$ cat config.mk
export PLATFORM = sky130hd
export DESIGN_NAME = tr_restore
export DESIGN_NICKNAME = d
export VERILOG_FILES = /design/src/rtl/tr_pkg.sv /design/src/rtl/tr_unpack.sv /design/src/rtl/tr_ctrl.sv /design/src/rtl/tr_gbank.sv /design/src/rtl/tr_restore.sv
export SDC_FILE = /design/constraint.sdc
export NUM_CORES = 2
export LEC_CHECK = 0
export ABC_AREA = 0
export CORE_MARGIN = 4
export CORE_UTILIZATION = 40
export CTS_BUF_LIST = sky130_fd_sc_hd__clkbuf_4 sky130_fd_sc_hd__clkbuf_8 sky130_fd_sc_hd__clkbuf_16
export CTS_CLUSTER_DIAMETER = 30
export CTS_CLUSTER_SIZE = 16
export DETAILED_ROUTE_END_ITERATION = 6
export PLACE_DENSITY = 0.57
export SYNTH_ARGS = -nofsm -noshare
export SYNTH_HDL_FRONTEND = slang
export SYNTH_SLANG_ARGS = --single-unit
$ cat constraint.sdc
create_clock -name clk -period 10.4 [get_ports clk]
set_input_delay 1.56 -clock clk [delete_from_list [all_inputs] [get_ports clk]]
set_output_delay 1.56 -clock clk [all_outputs]
set_load 0.01 [all_outputs]
$ cat src/rtl/tr_pkg.sv
package tr_pkg;

  typedef enum logic {
    RET_DONE  = 1'b0,
    RET_RETRY = 1'b1
  } ret_kind_e;

  typedef enum logic [1:0] {
    S_IDLE = 2'd0,
    S_READ = 2'd1,
    S_WAIT = 2'd2
  } rst_state_e;

  localparam int TSTATE_W = 40;
  localparam logic [11:0] PSTATE_KEEP = 12'hF3F;
  localparam int PS_ALT_BIT = 0;
  localparam int PS_MMU_BIT = 10;
  localparam int PS_INT_BIT = 11;
  localparam int NBANK = 4;

  typedef struct packed {
    logic [3:0]  xcc;
    logic [3:0]  icc;
    logic [7:0]  asi;
    logic [3:0]  spare;
    logic [11:0] pstate;
    logic [7:0]  cwp_raw;
  } tstate_t;

  function automatic logic [1:0] bank_of(input logic [11:0] ps);
    logic a, m, i;
    a = ps[PS_ALT_BIT];
    m = ps[PS_MMU_BIT];
    i = ps[PS_INT_BIT];
    case ({i, m, a})
      3'b001:  return 2'd1;
      3'b010:  return 2'd2;
      3'b100:  return 2'd3;
      default: return 2'd0;
    endcase
  endfunction

endpackage

$ cat src/rtl/tr_unpack.sv
module tr_unpack
  import tr_pkg::*;
#(
  parameter int XLEN   = 64,
  parameter int NWIN   = 8,
  parameter int CWP_W  = 3,
  parameter bit HAS_GL = 1'b0
) (
  input  logic                kind,
  input  logic [XLEN-1:0]     tpc,
  input  logic [XLEN-1:0]     tnpc,
  input  logic [TSTATE_W-1:0] tstate,
  output logic [XLEN-1:0]     new_pc,
  output logic [XLEN-1:0]     new_npc,
  output logic [3:0]          new_xcc,
  output logic [3:0]          new_icc,
  output logic [7:0]          new_asi,
  output logic [11:0]         new_pstate,
  output logic [CWP_W-1:0]    new_cwp
);

  tstate_t    fields;
  logic [7:0] wrapped;
  logic [11:0] masked;
  logic [3:0] unused_spare;

  assign fields       = tstate_t'(tstate);
  assign unused_spare = fields.spare;

  always_comb begin
    if (kind == RET_RETRY) begin
      new_pc  = tpc;
      new_npc = tnpc;
    end else begin
      new_pc  = tnpc;
      new_npc = tnpc + XLEN'(4);
    end
  end

  assign new_xcc = fields.xcc;
  assign new_icc = fields.icc;
  assign new_asi = fields.asi;
  assign masked  = fields.pstate & PSTATE_KEEP;

  generate
    if (HAS_GL) begin : g_gl
      assign new_pstate = masked & ~(12'd1 << PS_ALT_BIT);
    end else begin : g_nogl
      assign new_pstate = masked;
    end
  endgenerate

  assign wrapped = fields.cwp_raw % 8'(NWIN);
  assign new_cwp = CWP_W'(8'(NWIN - 1) - wrapped);

endmodule

$ cat src/rtl/tr_ctrl.sv
module tr_ctrl
  import tr_pkg::*;
#(
  parameter int MAXTL  = 4,
  parameter int TL_W   = 3,
  parameter int ADDR_W = 2
) (
  input  logic              clk,
  input  logic              rst,
  input  logic              req,
  input  logic              kind,
  input  logic              tl_wr_en,
  input  logic [TL_W-1:0]   tl_wr_val,
  output logic [TL_W-1:0]   tl,
  output logic              ts_rd_en,
  output logic [ADDR_W-1:0] ts_rd_addr,
  output logic              apply,
  output logic              kind_q,
  output logic              busy,
  output logic              err_tl0
);

  rst_state_e st;

  assign apply = (st == S_WAIT);
  assign busy  = (st != S_IDLE);

  always_ff @(posedge clk) begin
    if (rst) begin
      st         <= S_IDLE;
      tl         <= '0;
      ts_rd_en   <= 1'b0;
      ts_rd_addr <= '0;
      kind_q     <= RET_DONE;
      err_tl0    <= 1'b0;
    end else begin
      err_tl0  <= 1'b0;
      ts_rd_en <= 1'b0;
      case (st)
        S_IDLE: begin
          if (req) begin
            if (tl == '0) begin
              err_tl0 <= 1'b1;
            end else begin
              st         <= S_READ;
              ts_rd_en   <= 1'b1;
              ts_rd_addr <= ADDR_W'(tl - TL_W'(1));
              kind_q     <= kind;
            end
          end else if (tl_wr_en) begin
            tl <= (tl_wr_val > TL_W'(MAXTL)) ? TL_W'(MAXTL) : tl_wr_val;
          end
        end
        S_READ:  st <= S_WAIT;
        S_WAIT: begin
          st <= S_IDLE;
          tl <= tl - TL_W'(1);
        end
        default: st <= S_IDLE;
      endcase
    end
  end

  AST_TL_STEP: assert property (@(posedge clk) disable iff (rst)
    apply |=> (tl == $past(tl) - TL_W'(1)));
  AST_READ_SINGLE: assert property (@(posedge clk) disable iff (rst)
    ts_rd_en |=> !ts_rd_en);
  AST_ERR_QUIET: assert property (@(posedge clk) disable iff (rst)
    err_tl0 |-> (tl == '0 && !ts_rd_en && !busy));
  AST_TL_CAP: assert property (@(posedge clk) disable iff (rst)
    tl <= TL_W'(MAXTL));

endmodule

$ cat src/rtl/tr_gbank.sv
module tr_gbank
  import tr_pkg::*;
#(
  parameter int XLEN   = 64,
  parameter int GIDX_W = 3
) (
  input  logic              clk,
  input  logic              rst,
  input  logic              apply,
  input  logic [11:0]       new_pstate,
  input  logic              wr_en,
  input  logic [GIDX_W-1:0] wr_idx,
  input  logic [XLEN-1:0]   wr_data,
  input  logic [GIDX_W-1:0] rd_idx,
  output logic [XLEN-1:0]   rd_data,
  output logic [1:0]        bank
);

  localparam int DEPTH = NBANK * (1 << GIDX_W);

  logic [XLEN-1:0] mem [DEPTH];

  always_ff @(posedge clk) begin
    if (wr_en) mem[{bank, wr_idx}] <= wr_data;
    rd_data <= mem[{bank, rd_idx}];
  end

  always_ff @(posedge clk) begin
    if (rst)        bank <= 2'd0;
    else if (apply) bank <= bank_of(new_pstate);
  end

  AST_BANK_HOLD: assert property (@(posedge clk) disable iff (rst)
    !apply |=> $stable(bank));

endmodule

$ cat src/rtl/tr_restore.sv
module tr_restore
  import tr_pkg::*;
#(
  parameter int XLEN   = 64,
  parameter int NWIN   = 8,
  parameter int MAXTL  = 4,
  parameter int GREGS  = 8,
  parameter bit HAS_GL = 1'b0,
  localparam int TL_W   = $clog2(MAXTL + 1),
  localparam int ADDR_W = (MAXTL > 1) ? $clog2(MAXTL) : 1,
  localparam int CWP_W  = (NWIN > 1) ? $clog2(NWIN) : 1,
  localparam int GIDX_W = (GREGS > 1) ? $clog2(GREGS) : 1
) (
  input  logic                clk,
  input  logic                rst,
  input  logic                ret_req,
  input  logic                ret_kind,
  input  logic                tl_wr_en,
  input  logic [TL_W-1:0]     tl_wr_val,
  output logic                ts_rd_en,
  output logic [ADDR_W-1:0]   ts_rd_addr,
  input  logic [XLEN-1:0]     ts_rd_tpc,
  input  logic [XLEN-1:0]     ts_rd_tnpc,
  input  logic [TSTATE_W-1:0] ts_rd_tstate,
  input  logic                gr_wr_en,
  input  logic [GIDX_W-1:0]   gr_wr_idx,
  input  logic [XLEN-1:0]     gr_wr_data,
  input  logic [GIDX_W-1:0]   gr_rd_idx,
  output logic [XLEN-1:0]     gr_rd_data,
  output logic [XLEN-1:0]     pc,
  output logic [XLEN-1:0]     npc,
  output logic [3:0]          ccr_xcc,
  output logic [3:0]          ccr_icc,
  output logic [7:0]          asi,
  output logic [11:0]         pstate,
  output logic [CWP_W-1:0]    cwp,
  output logic [TL_W-1:0]     tl,
  output logic [1:0]          gbank_sel,
  output logic                busy,
  output logic                ret_done,
  output logic                irq_reeval,
  output logic                err_tl0
);

  logic             apply;
  logic             kind_q;
  logic [XLEN-1:0]  n_pc, n_npc;
  logic [3:0]       n_xcc, n_icc;
  logic [7:0]       n_asi;
  logic [11:0]      n_pstate;
  logic [CWP_W-1:0] n_cwp;

  tr_ctrl #(.MAXTL(MAXTL), .TL_W(TL_W), .ADDR_W(ADDR_W)) u_ctrl (
    .clk(clk), .rst(rst), .req(ret_req), .kind(ret_kind),
    .tl_wr_en(tl_wr_en), .tl_wr_val(tl_wr_val), .tl(tl),
    .ts_rd_en(ts_rd_en), .ts_rd_addr(ts_rd_addr), .apply(apply),
    .kind_q(kind_q), .busy(busy), .err_tl0(err_tl0)
  );

  tr_unpack #(.XLEN(XLEN), .NWIN(NWIN), .CWP_W(CWP_W), .HAS_GL(HAS_GL)) u_unpack (
    .kind(kind_q), .tpc(ts_rd_tpc), .tnpc(ts_rd_tnpc), .tstate(ts_rd_tstate),
    .new_pc(n_pc), .new_npc(n_npc), .new_xcc(n_xcc), .new_icc(n_icc),
    .new_asi(n_asi), .new_pstate(n_pstate), .new_cwp(n_cwp)
  );

  tr_gbank #(.XLEN(XLEN), .GIDX_W(GIDX_W)) u_gbank (
    .clk(clk), .rst(rst), .apply(apply), .new_pstate(n_pstate),
    .wr_en(gr_wr_en), .wr_idx(gr_wr_idx), .wr_data(gr_wr_data),
    .rd_idx(gr_rd_idx), .rd_data(gr_rd_data), .bank(gbank_sel)
  );

  always_ff @(posedge clk) begin
    if (rst) begin
      pc         <= '0;
      npc        <= '0;
      ccr_xcc    <= '0;
      ccr_icc    <= '0;
      asi        <= '0;
      pstate     <= '0;
      cwp        <= '0;
      ret_done   <= 1'b0;
      irq_reeval <= 1'b0;
    end else begin
      ret_done   <= apply;
      irq_reeval <= apply;
      if (apply) begin
        pc      <= n_pc;
        npc     <= n_npc;
        ccr_xcc <= n_xcc;
        ccr_icc <= n_icc;
        asi     <= n_asi;
        pstate  <= n_pstate;
        cwp     <= n_cwp;
      end
    end
  end

  AST_DONE_NPC: assert property (@(posedge clk) disable iff (rst)
    (ret_done && kind_q == RET_DONE) |-> (npc == pc + XLEN'(4)));
  AST_PSTATE_HOLES: assert property (@(posedge clk) disable iff (rst)
    ((pstate & ~PSTATE_KEEP) == 12'd0) && !(HAS_GL && pstate[PS_ALT_BIT]));
  AST_CWP_RANGE: assert property (@(posedge clk) disable iff (rst)
    32'(cwp) < NWIN);
  AST_PULSE_SINGLE: assert property (@(posedge clk) disable iff (rst)
    ret_done |=> !ret_done && !irq_reeval);
  AST_PC_QUIET: assert property (@(posedge clk) disable iff (rst)
    !ret_done |-> ($stable(pc) && $stable(pstate)));

endmodule

==> impl_results.md <==
* Setup TNS at 0 ns
* Die Wd at 473.8 um
* CTS H-Tree Depth at 5
* Clock skew at 0.08155 ns
* Comb pwr share at 0.041
* Initial DRC count at 3,829
* Global-route usage over all layers at 0.2081
* Post-Syn Instances at 4,211
* Worst-margin pin slew at 1.210 ns
* Critical Setup Path Class: in -> reg
* Final GP Congestion at 0.8112
* PwrDens at 231.2 nW/um^2
* DRC errors left at 0
* Synth Flop Type: edfxtp_1
* Hold Path Origin: pstate[4]$_SDFFE_PP0P_
* Initial antenna violation count at 28
* Worst-Skew Late Latency at 0.95 ns
* Row count at 170
* Seq/Total Area, Yosys at 0.7626
* DIE HEIGHT at 473.8 um
* CTS Hold Buffers Added at 0
* Yosys warnings at 0
* Layout area overhead at 27.38%
* Root Driver: clkbuf_16
* Post-DP HPWL at 126,900 um
* Worst Slack Setup Final at 6.062 ns
* Post-route ant nets at 0
* Worst setup startpoint: ts_rd_tnpc[10]
* Num CTS Buffers at 454
* CP endpoint kind: register
* Max VDD drop at 195.2 uV
* Slew Limit Fails at 0
* Register share of total power at 0.397
* Die Area at 224,500 sq um
* Total iterations of the first detailed-routing run at 6
* Switching power at 5.205 mW
* Top cells by area, synth: edfxtp_1, mux4_2, dfxtp_1
* Core area at 215,300 sq um
* RSZ-0062 raised after global routing: false
* CTS tree: done
* Critical Path RT at 11.17 ns
* Final setup viols at 0
* Post-synth ARST share at 0
* GR Overflow Total at 0
* CP Max Fanout at 29
* Vias at 45,460
* Worst min path class: reg -> reg
* Port buffer count at 468
* Mapped cell area at 86,780 sq um
* Max clock buf depth at 4
* Drt wl/cell at 28.91 um
* Worst r2r src: u_gbank.bank[1]$_SDFFE_PP0P_
* Tmin final at 4.338 ns
* F_max at 0.2305 GHz
* Most numerous cell in the Yosys netlist: edfxtp_1
* Final nets at 5,229
* Relative slew slack at 0.1703
* Number of global-route vias before repair at 47,330
* Core Util, Final at 0.5135
* Synth top cells by count: edfxtp_1, mux4_2, mux2i_1
* Avg Cell Area, Syn at 20.61 sq um
* Sw Ratio at 0.2037
* Reg clk slew, reported paths at 0.04 ns
* Worst path arrival time at 5.11 ns
* Crit share post-route at 0.4171
* EDFF count, synth at 2,048
* Clock Power Share at 0.562
* Post-Route WL at 237,200 um
* Status: complete, no violations
* Clk sinks at 2,282
* Cell-internal power at 20.35 mW
* Pre-CTS setup slack at 5.108 ns
* Layout cells sized above 1 at 0.2817
* Max-cap viol count at 0
* Vias/cell at 5.540
* Setup repair bufs after CTS at 0
* First-pass GRT wire length at 338,100 um
* Largest net degree at the start of global routing at 137
* FF+latch count, synth at 2,282
* Fill count at 17,110
* Top cell type's share of synthesized area at 0.7087
* Yosys cell types at 50
* Crit path launch type: input port
* CTS-repair resized insts at 0
* Leak at 36.29 nW
* I/O Pins at 482
* Yosys top cell by area: edfxtp_1
* Final hold vios at 0
* Initial Util at 0.4032
==> state kept, by name (all words and copies together) (netlist names) <==
signal / count
u_gbank.bank: 2
ccr_icc: 4
u_ctrl.st: 2
u_ctrl.ts_rd_addr: 2
pstate: 10
u_ctrl.kind_q: 1
npc: 64
u_ctrl.ts_rd_en: 1
u_ctrl.tl: 3
irq_reeval: 1
u_ctrl.err_tl0: 1
u_gbank.mem: 2048
pc: 64
asi: 8
u_gbank.rd_data: 64
ccr_xcc: 4
cwp: 3
==> logic make-up after synthesis <==
kind of cell,synth area share
XOR/XNOR,0.003230
flip-flops,0.7626
other,0.00004321
AO/OA/AOI/OAI,0.02551
AND/OR/NAND/NOR,0.02620
buffers and inverters,0.01217
multiplexers,0.1698
adder cells (fa/ha/maj),0.0004326
==> layout make-up <==
cell class / instances / area, sq um / share of cell area
flip-flops and latches: 2282 / 66190 / 0.5987
well taps: 2838 / 3551 / 0.03212
diodes: 13 / 32.53 / 0.0002943
clock inverters: 289 / 3192 / 0.02887
multi-input cells: 1659 / 19780 / 0.1789
repair buffers: 569 / 5518 / 0.04991
inverters: 13 / 48.80 / 0.0004414
clock buffers: 542 / 12230 / 0.1107
==> placed cells by master, fill, tap and decap left out, drive strengths merged, types with 9 or more instances in the layout <==
cell / n
a21oi: 38
buf: 105
mux2i: 320
xnor2: 21
o31ai: 17
xor2: 11
dfxtp: 234
a211oi: 100
nand4: 11
o21ai: 12
diode: 13
clkbuf: 542
bufinv: 59
mux4: 512
nand3: 29
nand2: 89
edfxtp: 2048
or3: 10
or2: 66
inv: 25
nor2: 163
nor3: 27
clkdlybuf4s50: 464
a311oi: 29
clkinvlp: 53
nor4: 9
o22ai: 128
or4: 21
and4: 10
clkinv: 165
==> per-stage QoR <==
stage	hold slack, ns	instance area (sq um)	instances	total power, mW
after global placement	0.4467	95090	7361	11.37
after floorplan	0.4572	86790	4212	10.84
after detailed placement	0.4480	95090	7361	11.38
final	0.4527	110500	8205	25.55
after CTS	0.4534	110500	8192	25.81
after global routing	0.4765	110500	8199	26.35
==> layer usage <==
| metal | routed length [um] | global-route usage | part of all wire | up-vias |
|---|---|---|---|---|
| met5 | 115 | 0 | 0.00048 | - |
| met4 | 7891 | 0.07541 | 0.033 | 16 |
| met3 | 16620 | 0.05011 | 0.070 | 489 |
| met2 | 118600 | 0.3531 | 0.50 | 1678 |
| met1 | 93940 | 0.2606 | 0.40 | 24070 |
| li1 | - | - | - | 19200 |
==> path summary, 6_finish.rpt <==
| path | end | cells past startpoint | slack [ns] |
|---|---|---|---|
| max | npc[48]$_SDFFE_PP0P_ | 6 | 6.06 |
| min | pstate[4]$_SDFFE_PP0P_ | 2 | 0.45 |
| max reg2reg | u_gbank.mem[19][34]$_DFFE_PP_ | 4 | 6.42 |
| min reg2reg | pstate[4]$_SDFFE_PP0P_ | 2 | 0.45 |
==> power by group through the flow <==
stage / logic, mW / registers (mW) / clock network [mW]
final: 1.04 / 10.2 / 14.4
after global routing: 1.12 / 10.2 / 15.1
after CTS: 1.06 / 10.2 / 14.6
after detailed placement: 1.06 / 10.3 / 0
after global placement: 1.05 / 10.3 / 0
after floorplan: 0.517 / 10.3 / 0
==> worst max-delay path, stage by stage <==
cell             delay (ns)
clkdlybuf4s50_1        0.62
and4_1                 0.35
nand4_1                0.49
or4_1                  1.12
or4_2                  0.69
a311oi_1               0.26
No activity file was read; power rests on OpenSTA's default activity.
